[config.mk]
export PLATFORM = sky130hd
export DESIGN_NAME = nwc_write_ctrl
export DESIGN_NICKNAME = d
export VERILOG_FILES = /design/src/rtl/nwc_pkg.sv /design/src/rtl/nwc_insync.sv /design/src/rtl/nwc_guard.sv /design/src/rtl/nwc_cycle.sv /design/src/rtl/nwc_verify.sv /design/src/rtl/nwc_write_ctrl.sv
export SDC_FILE = /design/constraint.sdc
export NUM_CORES = 1
export LEC_CHECK = 0
export BUFFER_PORTS_ARGS = -buffer_cell sky130_fd_sc_hd__buf_2
export CAP_MARGIN = 20
export CORE_MARGIN = 10
export CORE_UTILIZATION = 55
export DETAILED_ROUTE_END_ITERATION = 10
export PLACE_DENSITY = 0.79
export RECOVER_POWER = 100
export SYNTH_ARGS = -nofsm -noshare
export SYNTH_HDL_FRONTEND = slang
export SYNTH_SLANG_ARGS = --single-unit
[constraint.sdc]
create_clock -name clk -period 2.2 [get_ports clk]
set_clock_uncertainty 0.2 [all_clocks]
set_input_delay 0.11 -clock clk [delete_from_list [all_inputs] [get_ports clk]]
set_output_delay 0.11 -clock clk [all_outputs]
set_load 0.05 [all_outputs]
[src/rtl/nwc_pkg.sv]
package nwc_pkg;

   typedef enum logic [2:0] {
      OP_NONE  = 3'd0,
      OP_WRITE = 3'd1,
      OP_ERASE = 3'd2,
      OP_FILL  = 3'd3,
      OP_WIPE  = 3'd4,
      OP_WEN   = 3'd5,
      OP_WDS   = 3'd6,
      OP_RSVD  = 3'd7
   } nwc_op_t;

   function automatic logic op_modifies(input nwc_op_t op);
      return (op == OP_WRITE) || (op == OP_ERASE) || (op == OP_FILL) || (op == OP_WIPE);
   endfunction

   function automatic logic op_whole(input nwc_op_t op);
      return (op == OP_FILL) || (op == OP_WIPE);
   endfunction

   function automatic logic op_ones(input nwc_op_t op);
      return (op == OP_ERASE) || (op == OP_WIPE);
   endfunction

endpackage

[src/rtl/nwc_insync.sv]
module nwc_insync #(
   parameter int W      = 4,
   parameter int STAGES = 2
) (
   input  logic         clk,
   input  logic         rst_n,
   input  logic [W-1:0] d_i,
   output logic [W-1:0] q_o
);

   generate
      if (STAGES == 0) begin : g_bypass
         logic unused_clk;
         assign unused_clk = clk ^ rst_n;
         assign q_o = d_i;
      end else begin : g_chain
         logic [STAGES-1:0][W-1:0] stg;
         always_ff @(posedge clk or negedge rst_n) begin
            if (!rst_n) begin
               stg <= '0;
            end else begin
               stg[0] <= d_i;
               for (int i = 1; i < STAGES; i++) begin
                  stg[i] <= stg[i-1];
               end
            end
         end
         assign q_o = stg[STAGES-1];
      end
   endgenerate

endmodule

[src/rtl/nwc_guard.sv]
module nwc_guard import nwc_pkg::*; #(
   parameter int ADDR_W = 9,
   parameter int DATA_W = 16
) (
   input  logic              clk,
   input  logic              rst_n,
   input  logic              cs,
   input  logic              lowv,
   input  logic              busy,
   input  logic              req_valid,
   input  nwc_op_t           req_op,
   input  logic [ADDR_W-1:0] req_addr,
   input  logic [DATA_W-1:0] req_data,
   output logic              launch,
   output logic              pend_whole,
   output logic [ADDR_W-1:0] pend_addr,
   output logic [DATA_W-1:0] pend_word
);

   logic    wel;
   logic    pend;
   logic    cs_q;
   nwc_op_t pend_op;
   logic [DATA_W-1:0] pend_data;

   assign launch     = cs_q & ~cs & pend & ~busy & ~lowv;
   assign pend_whole = op_whole(pend_op);
   assign pend_word  = op_ones(pend_op) ? {DATA_W{1'b1}} : pend_data;

   always_ff @(posedge clk or negedge rst_n) begin
      if (!rst_n) begin
         wel       <= 1'b0;
         pend      <= 1'b0;
         cs_q      <= 1'b0;
         pend_op   <= OP_NONE;
         pend_addr <= '0;
         pend_data <= '0;
      end else begin
         cs_q <= cs;
         if (lowv) begin
            wel  <= 1'b0;
            pend <= 1'b0;
         end else if (launch) begin
            pend <= 1'b0;
         end else if (req_valid && !busy) begin
            if (req_op == OP_WEN) begin
               wel <= 1'b1;
            end else if (req_op == OP_WDS) begin
               wel <= 1'b0;
            end else if (op_modifies(req_op) && wel) begin
               pend      <= 1'b1;
               pend_op   <= req_op;
               pend_addr <= req_addr;
               pend_data <= req_data;
            end
         end
      end
   end

endmodule

[src/rtl/nwc_cycle.sv]
module nwc_cycle #(
   parameter int ADDR_W    = 9,
   parameter int DATA_W    = 16,
   parameter int WR_CYCLES = 20000
) (
   input  logic              clk,
   input  logic              rst_n,
   input  logic              lowv,
   input  logic              launch,
   input  logic              whole,
   input  logic [ADDR_W-1:0] addr,
   input  logic [DATA_W-1:0] word,
   output logic              busy,
   output logic              mem_we,
   output logic [ADDR_W-1:0] mem_addr,
   output logic [DATA_W-1:0] mem_wdata
);

   localparam int DEPTH = 1 << ADDR_W;
   localparam int CNT_W = $clog2(WR_CYCLES + 1);
   localparam logic [CNT_W-1:0] LAST = CNT_W'(WR_CYCLES - 1);

   logic [CNT_W-1:0]  cnt;
   logic              whole_q;
   logic [ADDR_W-1:0] addr_q;
   logic [DATA_W-1:0] word_q;
   logic              in_sweep;

   always_ff @(posedge clk or negedge rst_n) begin
      if (!rst_n) begin
         busy    <= 1'b0;
         cnt     <= '0;
         whole_q <= 1'b0;
         addr_q  <= '0;
         word_q  <= '0;
      end else if (lowv) begin
         busy <= 1'b0;
      end else if (launch) begin
         busy    <= 1'b1;
         cnt     <= '0;
         whole_q <= whole;
         addr_q  <= addr;
         word_q  <= word;
      end else if (busy) begin
         if (cnt == LAST) begin
            busy <= 1'b0;
         end else begin
            cnt <= cnt + 1'b1;
         end
      end
   end

   assign in_sweep  = whole_q ? (32'(cnt) < DEPTH) : (cnt == '0);
   assign mem_we    = busy & ~lowv & in_sweep;
   assign mem_addr  = whole_q ? cnt[ADDR_W-1:0] : addr_q;
   assign mem_wdata = word_q;

endmodule

[src/rtl/nwc_verify.sv]
module nwc_verify (
   input  logic clk,
   input  logic rst_n,
   input  logic cs,
   input  logic sk,
   input  logic di,
   input  logic busy,
   input  logic launch,
   output logic do_o,
   output logic do_oe
);

   logic sk_q;
   logic armed;
   logic start_seen;

   assign start_seen = cs & sk & ~sk_q & di & armed & ~busy;

   always_ff @(posedge clk or negedge rst_n) begin
      if (!rst_n) begin
         sk_q  <= 1'b0;
         armed <= 1'b0;
      end else begin
         sk_q <= sk;
         if (launch) begin
            armed <= 1'b1;
         end else if (start_seen) begin
            armed <= 1'b0;
         end
      end
   end

   assign do_oe = cs & armed;
   assign do_o  = do_oe & ~busy;

endmodule

[src/rtl/nwc_write_ctrl.sv]
module nwc_write_ctrl import nwc_pkg::*; #(
   parameter int ADDR_W      = 9,
   parameter int DATA_W      = 16,
   parameter int WR_CYCLES   = 20000,
   parameter int SYNC_STAGES = 2
) (
   input  logic              clk,
   input  logic              rst_n,
   input  logic              cs_i,
   input  logic              sk_i,
   input  logic              di_i,
   input  logic              lowv_i,
   input  logic              req_valid_i,
   input  logic [2:0]        req_op_i,
   input  logic [ADDR_W-1:0] req_addr_i,
   input  logic [DATA_W-1:0] req_data_i,
   output logic              mem_we_o,
   output logic [ADDR_W-1:0] mem_addr_o,
   output logic [DATA_W-1:0] mem_wdata_o,
   output logic              do_o,
   output logic              do_oe_o
);

   localparam int DEPTH = 1 << ADDR_W;

   generate
      if (WR_CYCLES < DEPTH) begin : g_bad_len
         $error("WR_CYCLES must cover one write per word of the array");
      end
      if (SYNC_STAGES < 0 || ADDR_W < 1 || DATA_W < 1) begin : g_bad_geom
         $error("bad geometry or synchroniser depth");
      end
   endgenerate

   logic [3:0]        sync_q;
   logic              cs_s, sk_s, di_s, lowv_s;
   logic              busy;
   logic              launch;
   logic              pend_whole;
   logic [ADDR_W-1:0] pend_addr;
   logic [DATA_W-1:0] pend_word;

   nwc_insync #(.W(4), .STAGES(SYNC_STAGES)) u_sync (
      .clk   (clk),
      .rst_n (rst_n),
      .d_i   ({lowv_i, di_i, sk_i, cs_i}),
      .q_o   (sync_q)
   );
   assign {lowv_s, di_s, sk_s, cs_s} = sync_q;

   nwc_guard #(.ADDR_W(ADDR_W), .DATA_W(DATA_W)) u_guard (
      .clk        (clk),
      .rst_n      (rst_n),
      .cs         (cs_s),
      .lowv       (lowv_s),
      .busy       (busy),
      .req_valid  (req_valid_i),
      .req_op     (nwc_op_t'(req_op_i)),
      .req_addr   (req_addr_i),
      .req_data   (req_data_i),
      .launch     (launch),
      .pend_whole (pend_whole),
      .pend_addr  (pend_addr),
      .pend_word  (pend_word)
   );

   nwc_cycle #(.ADDR_W(ADDR_W), .DATA_W(DATA_W), .WR_CYCLES(WR_CYCLES)) u_cycle (
      .clk       (clk),
      .rst_n     (rst_n),
      .lowv      (lowv_s),
      .launch    (launch),
      .whole     (pend_whole),
      .addr      (pend_addr),
      .word      (pend_word),
      .busy      (busy),
      .mem_we    (mem_we_o),
      .mem_addr  (mem_addr_o),
      .mem_wdata (mem_wdata_o)
   );

   nwc_verify u_verify (
      .clk    (clk),
      .rst_n  (rst_n),
      .cs     (cs_s),
      .sk     (sk_s),
      .di     (di_s),
      .busy   (busy),
      .launch (launch),
      .do_o   (do_o),
      .do_oe  (do_oe_o)
   );

endmodule

**Word-level counts from Yosys, hierarchy flattened**

Cells that the tools add are included.

- Add/subtract/negate cells: 1
- Order comparisons: 1
- Equality and inequality tests: 14
- Multiplexer cells: 23
- Bitwise gates (word level): 20
- Reduce and logical (&&, ||, !) cells: 20

Operators with widths:

| kind | count |
|---|---|
| 15-bit 2-to-1 mux | 3 |
| 1-bit 2-to-1 mux | 18 |
| 16-bit 2-to-1 mux | 1 |
| 15-bit by 1-bit adder with 15-bit output, second input constant | 1 |
| 15-bit == test, second input constant | 1 |
| 15-bit logical NOT | 1 |
| 15-bit by 10-bit < comparator with 1-bit output, second input constant | 1 |
| 1-bit bitwise AND | 13 |
| 3-bit by 2-bit == test with 1-bit output, second input constant | 4 |
| 3-bit == test, second input constant | 4 |
| 9-bit 2-to-1 mux | 1 |
| 3-bit nonzero test | 3 |
| 1-bit NOT | 7 |
| 3-bit != test, second input constant | 2 |
| 3-bit AND reduction | 2 |
| 6-bit AND reduction | 1 |
| 2-bit nonzero test | 3 |
| 1-bit logical OR | 5 |
| 4-bit AND reduction | 1 |
| 3-bit by 1-bit == test with 1-bit output, second input constant | 1 |
| 1-bit logical AND | 2 |
| 2-bit by 1-bit != test with 1-bit output, second input constant | 1 |
| 2-bit != test, second input constant | 1 |
| 2-bit AND reduction | 1 |
| 1-bit logical NOT | 1 |

- Register bits: 83
- Output and inout port bits: 28

**Logic depth before layout (Yosys ltp)**

Gate-level depths: netlist (run 1).

- Depth after elaboration: 11
- Mapped depth: 6

**By module**

Synthesis (run 1) repeated with hierarchy kept, for this count alone.

- Cells, all modules: 315
- Area total of the unflattened synthesis: 3920.0 um^2

Modules (own cells, without submodules):

| module | times used | cells each | area each (um^2) | seq. area each (um^2) |
|---|---|---|---|---|
| nwc_cycle | 1 | 194 | 2149.6 | 1051.0 |
| nwc_guard | 1 | 101 | 1453.9 | 775.7 |
| nwc_insync | 1 | 12 | 230.2 | 200.2 |
| nwc_verify | 1 | 8 | 86.3 | 50.0 |

**Worst setup path after synthesis (run 1)**

Ideal clock, no wire load.

- Kind: reg2reg
- From: reg u_cycle.cnt[0]
- To: reg u_cycle.cnt[1]
- Setup time: 0.125 ns
- Arrival time: 1.724 ns
- Required time: 1.875 ns
- Path slack: 0.151 ns
- Stages on the path, launching flop included: 7
- Buffers on the path: 1
- Cell sequence: dfrtp_1 -> ha_1 -> nor4bb_1 -> and4_1 -> clkbuf_1 -> nand2b_1 -> mux2_2

- Longest elaborated chain between the ends: 4

Ends and longest elaborated chain:

| element | RTL line | text |
|---|---|---|
| start: declaration | nwc_cycle.sv:23 | `logic [CNT_W-1:0] cnt;` |
| start signal: assignment | nwc_cycle.sv:48 | `cnt <= cnt + 1'b1;` |
| 15-bit by 1-bit adder with 15-bit output | nwc_cycle.sv:48 |  |
| 15-bit 2-to-1 mux | nwc_cycle.sv:45 | `if (cnt == LAST) begin` |
| 15-bit 2-to-1 mux | nwc_cycle.sv:44 | `end else if (busy) begin` |
| 15-bit 2-to-1 mux | nwc_cycle.sv:38 | `end else if (launch) begin` |

Several ways; a longest one is shown, not always the timed one. The select of a mux whose other input is x is not followed.
A chain may end at the register's enable or synchronous reset.

**Worst setup path in the final report (run 1)**

- From: reg u_cycle.cnt[1]
- To: out mem_we_o

- Longest elaborated chain between the ends: 3

Ends and longest elaborated chain:

| element | RTL line | text |
|---|---|---|
| 15-bit by 10-bit < comparator with 1-bit output or 15-bit logical NOT (tied branches) | nwc_cycle.sv:53 | `assign in_sweep = whole_q ? (32'(cnt) < DEPTH) : (cnt == '0);` |
| 1-bit 2-to-1 mux * | nwc_cycle.sv:53 |  |
| 1-bit bitwise AND * | nwc_cycle.sv:54 | `assign mem_we = busy & ~lowv & in_sweep;` |
| end: declaration | nwc_write_ctrl.sv:17 | `output logic mem_we_o,` |

Every way passes the cells marked *; elsewhere a longest branch is shown, timed or not.

==> flow_summary.yaml, run 1 <==
run_status:
  status: "completed"
cts:
  cts_tree: "yes"
  cts.path.max_buffers: 2
  numCtsBuffers: 9
  h-tree-depth: 3
  cts-root-buf: "clkbuf_8"
  cts_sinks: 83
  path_clk_slew_ps: 80
  clkLatencyLatePin_ps: 340
  post-cts-setup-buffer-count: 0
worst_setup_path:
  path_buf_inv: 2
  path_max_fanout: 4
  crit_chain: "inv_1, ha_1, nor4b_1, a21oi_1, nor2_1, buf_4"
  cp-startpoint: "u_cycle.cnt[1]"
  slowest_stage: "dfrtp_1"
  r2r_start: "u_cycle.cnt[1]"
  crit_path_end: "mem_we_o"
  crit_path_end_kind: "output port"
  rr_worst_depth: 5
  worst-path-stages: 6
  path_class: "flop to output port"
  rrSetupSlack_ps: 110
  required_ps: 1890
  r2r_end: "u_cycle.cnt[1]"
  cp_data_arrival_time_ps: 1790
  critical_path.top_delay_family: "simple AND/OR/NAND/NOR gates"
  worst_path_largest_cell_delay_ps: 420
  crit_path_start_kind: "flop"
pwr:
  p_comb_share_pct: 23.5
  leakage_nw: 2.07
  power.density_nw_per_um2: 999
  clkPwrFrac_pct: 29.8
  p_sw_mw: 1.42
  power_mw: 4.45
  pwr-share-seq_pct: 46.7
  p_int_mw: 3.03
  vdd_drop_max_mv: 0.845
  switching_share_pct: 32.0
die:
  rows: 28
  die_area_sq_um: 9930
  die_w_microns: 99.6
  pin_count: 63
  core_area_sq_um: 6030
  die_y_microns: 99.6
  start_util_pct: 57.9
final_layout:
  layout-drive-gt1-share_pct: 23.2
  seqCellArea_sq_um: 2080
  diodes: 0
  finalInstanceArea_sq_um: 4460
  syn2layout_area_growth_pct: 27.9
  fin_util_pct: 74.0
  n_fill_cell: 410
  finalNonFillerCells: 472
  multi_input_area_sq_um: 1310
  nNetsFinal: 429
global_routing:
  grt_max_degree: 65
  grt-ovfl-total: 0
  grt_pass1_wl_microns: 13700
  antenna_found_initial: 0
  grt_pass1_vias: 2813
  grt_util_all_layers_pct: 16.7
logic_synthesis:
  yosysWarnings: 0
  synth_area_sq_um: 3490
  synth_nets: 325
  ys_seq_area_share_pct: 59.6
  syn_area_per_cell_sq_um: 12.1
  yosys.area.top_type: "dfrtp_1"
  synth_top_flop_cell: "dfrtp_1"
  synthArstFlopShare_pct: 100
  synthCells: 288
  synth.distinct_cells: 44
  synth_area_leaders: "dfrtp_1 60%, mux2_1 7.4%, mux2_2 4.8%"
  ys_ff_latch: 83
  yosysTopAreaCellShare_pct: 59.6
  synth_edf_count: 0
sta:
  finalCriticalPeriod_ps: 2100
  fin_tns_setup_ps: 0
  tightest_slew_ps: 1380
  setup_slack_ps: 105
  timing.final.crit_share_pct: 95.2
  hold-worst-slack_ps: 68.2
  slew_headroom_pct: 8.24
  slew_violations: 0
  clock.fmax_mhz: 477
  hold_viol: 0
  setup_viol: 0
placed_design:
  dp_hpwl_microns: 5120
  placedCellCount: 422
  io_buffers: 62
  place_area_sq_um: 3920
  routabilityCongestion: 0.865
  place_ws_ps: 12.9
detailed_routing:
  wl_per_cell_microns: 17.2
  antenna_left: 0
  drt_iter0_drc: 180
  drc: 0
  wl_microns: 8140
  dr.pass1.iters: 4
  vias: 2643
  viasPerCell: 5.60
min_path:
  holdCritPathClass: "primary input to flop"
job:
  timing.max_cap.violations: 0
-- worst min-delay path by stage --
stage	startpoint	to	slack, ps	cells past startpoint
6_report	req_valid_i	u_guard.pend	70	4
5_1_grt	req_valid_i	u_guard.pend	70	4
4_1_cts	req_valid_i	u_guard.pend	70	4
3_5_place_dp	rst_n	u_verify.armed	-190	1
3_3_place_gp	rst_n	u_verify.sk_q	-190	1
2_1_floorplan	rst_n	u_cycle.addr_q[0]	-390	0
-- registers in the layout (all words and copies together), names as in the netlist, 3 cells and up --
register            cells
u_cycle.addr_q          9
u_cycle.cnt            15
u_cycle.mem_wdata      16
u_guard.pend_addr       9
u_guard.pend_data      16
u_guard.pend_op         3
u_sync.g_chain.stg      4
u_sync.q_o              4
-- synthesized netlist by cell type, types with 2 or more instances --
library cell / instances
nand2_1: 41
and2_1: 2
nor3_1: 3
mux2_2: 15
o22a_1: 16
buf_2: 3
nor4b_1: 2
o21ai_0: 10
mux2_1: 23
or3_1: 9
dfrtp_1: 83
nand2b_1: 2
nand3_1: 4
nor2_1: 9
nand4_1: 3
inv_1: 7
nor2b_1: 3
or3_2: 2
and3_2: 2
clkbuf_1: 7
ha_1: 2
nor4_1: 4
buf_6: 3
xnor2_1: 4
a21oi_1: 10
-- timing repair --
action / CTS / global route
endpoints found under the setup margin: 1 / 2
hold buffers: 34 / 0
gates resized for setup: 1 / 7
endpoints found under the hold margin: 115 / 0
-- logic make-up after synthesis --
family,count (synthesis),synth area share [%]
muxes,39,12.6
AOI/OAI and AO/OA,43,8.36
buffers and inverters,20,2.91
DFF,83,59.6
xor gates and xnor gates,5,1.26
adders and majority gates,2,0.718
and+or+nand+nor,96,14.6
-- cell type report --
class	instances	area share [%]
well taps	75	2.10
clock inverters	6	2.53
clock buffers	10	3.09
flip-flops and latches	83	46.6
inverters	7	0.589
multi-input cells	185	29.5
repair buffers	106	15.6
-- power by group through the flow --
stage	Sequential [mW]	Clock (mW)	Combinational (mW)
after floorplan	2.34	0	0.469
after global placement	2.06	0	1.00
after detailed placement	2.09	0	1.03
after CTS	2.06	1.35	1.08
after global routing	2.12	1.40	1.12
final	2.08	1.33	1.05
-- layer usage --
layer / part of all wire, % / track usage (%)
met1: 39 / 19.1
met3: 5.8 / 5.12
met4: 1.1 / 4.41
met5: 0 / 0
met2: 54 / 29.7
-- placed cells by master (no fill, tap or decap), drive strengths merged, types with 7 or more instances in the layout --
| cell type | count |
|---|---|
| or3 | 11 |
| clkbuf | 40 |
| dlygate4sd3 | 34 |
| dfrtp | 83 |
| buf | 42 |
| nand2 | 41 |
| mux2 | 38 |
| inv | 7 |
| a21oi | 10 |
| o22a | 16 |
| nor2 | 9 |
| o21ai | 11 |
-- worst register-to-register path: stages, from the launching register on --
cell,delay [ps]
dfrtp_1,410
ha_1,220
nor4bb_1,340
and4_4,330
nand2b_4,160
mux2_2,320
(Power assumes the default switching activity.)
==> run 2: changes to the inputs <==
--- a/config.mk
+++ b/config.mk
@@ -12,6 +12,7 @@
 export DETAILED_ROUTE_END_ITERATION = 10
 export PLACE_DENSITY = 0.79
 export RECOVER_POWER = 100
+export SETUP_SLACK_MARGIN = 0.5
 export SYNTH_ARGS = -nofsm -noshare
 export SYNTH_HDL_FRONTEND = slang
 export SYNTH_SLANG_ARGS = --single-unit
==> run 2 against run 1 <==
The flow now finishes with violations (design-rule violations, negative hold slack). First-iteration DRC count grew 130%. Critical path depth grew 1. Non-clock buffer count grew 41. Clock-buffer cell count is the same. Register-to-register slack is essentially flat. Combinational power grew 30%. Die area is the same. Sequential share of layout area shrank 5.4 points. Highest routed layer unchanged.
==> flow_summary.yaml, run 2 (synthesis results as in run 1) <==
final_layout:
  n_fill_cell: 291
  final_common_cell: "dfrtp_1"
  finalInstanceArea_sq_um: 5070
  fin_util_pct: 84.1
  syn2layout_area_growth_pct: 45.4
  layout-drive-gt1-share_pct: 37.4
  final_cell_mix: "75 x dfrtp_1, 33 x dlygate4sd3_1, 33 x buf_2, 32 x nand2_1, 30 x clkbuf_1"
  finalNonFillerCells: 514
  nNetsFinal: 471
die:
  die_w_microns: 99.6
  rows: 28
  pin_count: 63
  core_area_sq_um: 6030
  die_area_sq_um: 9930
  die_y_microns: 99.6
  start_util_pct: 57.9
detailed_routing:
  drc: 1
  antenna_left: 0
  vias: 3455
  viasPerCell: 6.72
  drt_iter0_drc: 419
  wl_per_cell_microns: 29.0
  dr.pass1.iters: 9
  wl_microns: 14900
cts:
  cts.path.max_buffers: 2
  cts-root-buf: "clkbuf_8"
  h-tree-depth: 3
  numCtsBuffers: 9
  clkLatencyLatePin_ps: 370
  path_clk_slew_ps: 90
  cts_tree: "yes"
  cts_sinks: 83
pwr:
  power.density_nw_per_um2: 964
  p_sw_mw: 1.82
  p_comb_share_pct: 27.8
  pwr-share-seq_pct: 44.8
  clkPwrFrac_pct: 27.4
  switching_share_pct: 37.2
  leakage_nw: 2.34
  p_int_mw: 3.07
  vdd_drop_max_mv: 0.927
global_routing:
  grt_pass1_wl_microns: 17700
  grt-ovfl-total: 0
  grt_util_all_layers_pct: 22.5
  antenna_found_initial: 1
  grt_max_degree: 56
  grt_pass1_vias: 3292
worst_setup_path:
  required_ps: 2220
  path_max_fanout: 8
  crit_path_start_kind: "flop"
  cp_data_arrival_time_ps: 2110
  path_class: "flop to flop"
  crit_path_end_kind: "flop"
placed_design:
  routabilityCongestion: 0.851
  dp_hpwl_microns: 5310
  io_buffers: 62
  place_area_sq_um: 3950
  placedCellCount: 421
sta:
  timing.final.crit_share_pct: 95.2
  setup_viol: 0
  finalCriticalPeriod_ps: 2090
  clock.fmax_mhz: 478
  tightest_slew_ps: 796
  rsz0062_at_grt: "true"
  slew_violations: 0
  hold-worst-slack_ps: -3.24
  hold_viol: 4
  fin_tns_setup_ps: 0
  slew_headroom_pct: 46.9
min_path:
  holdCritPathClass: "primary input to asynchronous set/reset pin"
run_status:
  violations: "design-rule violations, negative hold slack"
  status: "finished with violations"
job:
  timing.max_cap.violations: 0
## run 2: cell types whose count changed in the layout (fill, tap and decap cells not counted), sizes merged
cell         change
bufinv           -1
diode            +1
or3              +1
buf             +35
dlygate4sd3      -1
clkinvlp         +1
clkinv           -3
inv              +2
clkbuf           +7
## run 2: metrics by stage
| step | total power [mW] | setup slack [ps] | hold WS [ps] |
|---|---|---|---|
| 2_1_floorplan | 2.81 | 256 | -386 |
| 3_3_place_gp | 3.07 | 219 | -151 |
| 3_5_place_dp | 3.13 | 133 | -143 |
| 4_1_cts | 4.50 | 309 | 13.0 |
| 5_1_grt | 4.98 | 39.0 | 20.1 |
| 6_report | 4.88 | 107 | -3.24 |
## run 2: critical path, stage by stage (launching register included)
cell and delay [ps]:
dfrtp_1 450, nand3b_1 210, clkbuf_1 140, nor3_4 160, clkbuf_1 210, o21ai_1 160, buf_6 180, o22a_1 240
## run 2: what timing repair did
action                     4_1_cts  5_1_grt
gates resized for setup         53       78
setup endpoints to repair       80       82
gates cloned                     3        2
pin swaps                       32       22
hold endpoints to repair       115        0
hold buffers                    33        0
buffers inserted                25       14
## run 2: area by class of cell
class                      count  area, sq um  area share (%)
sequential                    83         2090            41.2
multi-input combinational    186         1510            29.8
timing repair buffer         147         1120            22.2
clock buffer                  10          138            2.71
tap                           75         93.8            1.85
clock inverter                 5         85.1            1.68
inverter                       7         28.8           0.568
antenna                        1         2.50          0.0494
## run 2: path summary, 6_finish.rpt
kind,startpoint,end,slack [ps],cells past startpoint
max,u_sync.q_o[0],u_cycle.mem_wdata[11],110,7
min,rst_n,u_sync.q_o[1],-3,2
max reg2reg,u_sync.q_o[0],u_cycle.mem_wdata[11],110,7
min reg2reg,u_sync.g_chain.stg[2],u_sync.q_o[2],170,0
max in group asynchronous,rst_n,u_cycle.whole_q,590,3
min in group clk,req_op_i[1],u_guard.wel,140,3
## run 2: routing by layer
layer | routed length [microns] | track usage, % | up-vias
met5 | 0 | 0 | -
met2 | 7110 | 38.5 | 343
li1 | - | - | 1314
met1 | 4880 | 24.6 | 1679
met4 | 1060 | 10.1 | 0
met3 | 1850 | 7.75 | 119
## run 2: power by group through the flow
stage	Combinational, mW	Sequential [mW]	Clock [mW]
after floorplan	0.470	2.34	0
after global placement	1.00	2.07	0
after detailed placement	1.03	2.10	0
after CTS	1.20	2.06	1.25
after global routing	1.41	2.20	1.38
final	1.36	2.19	1.34
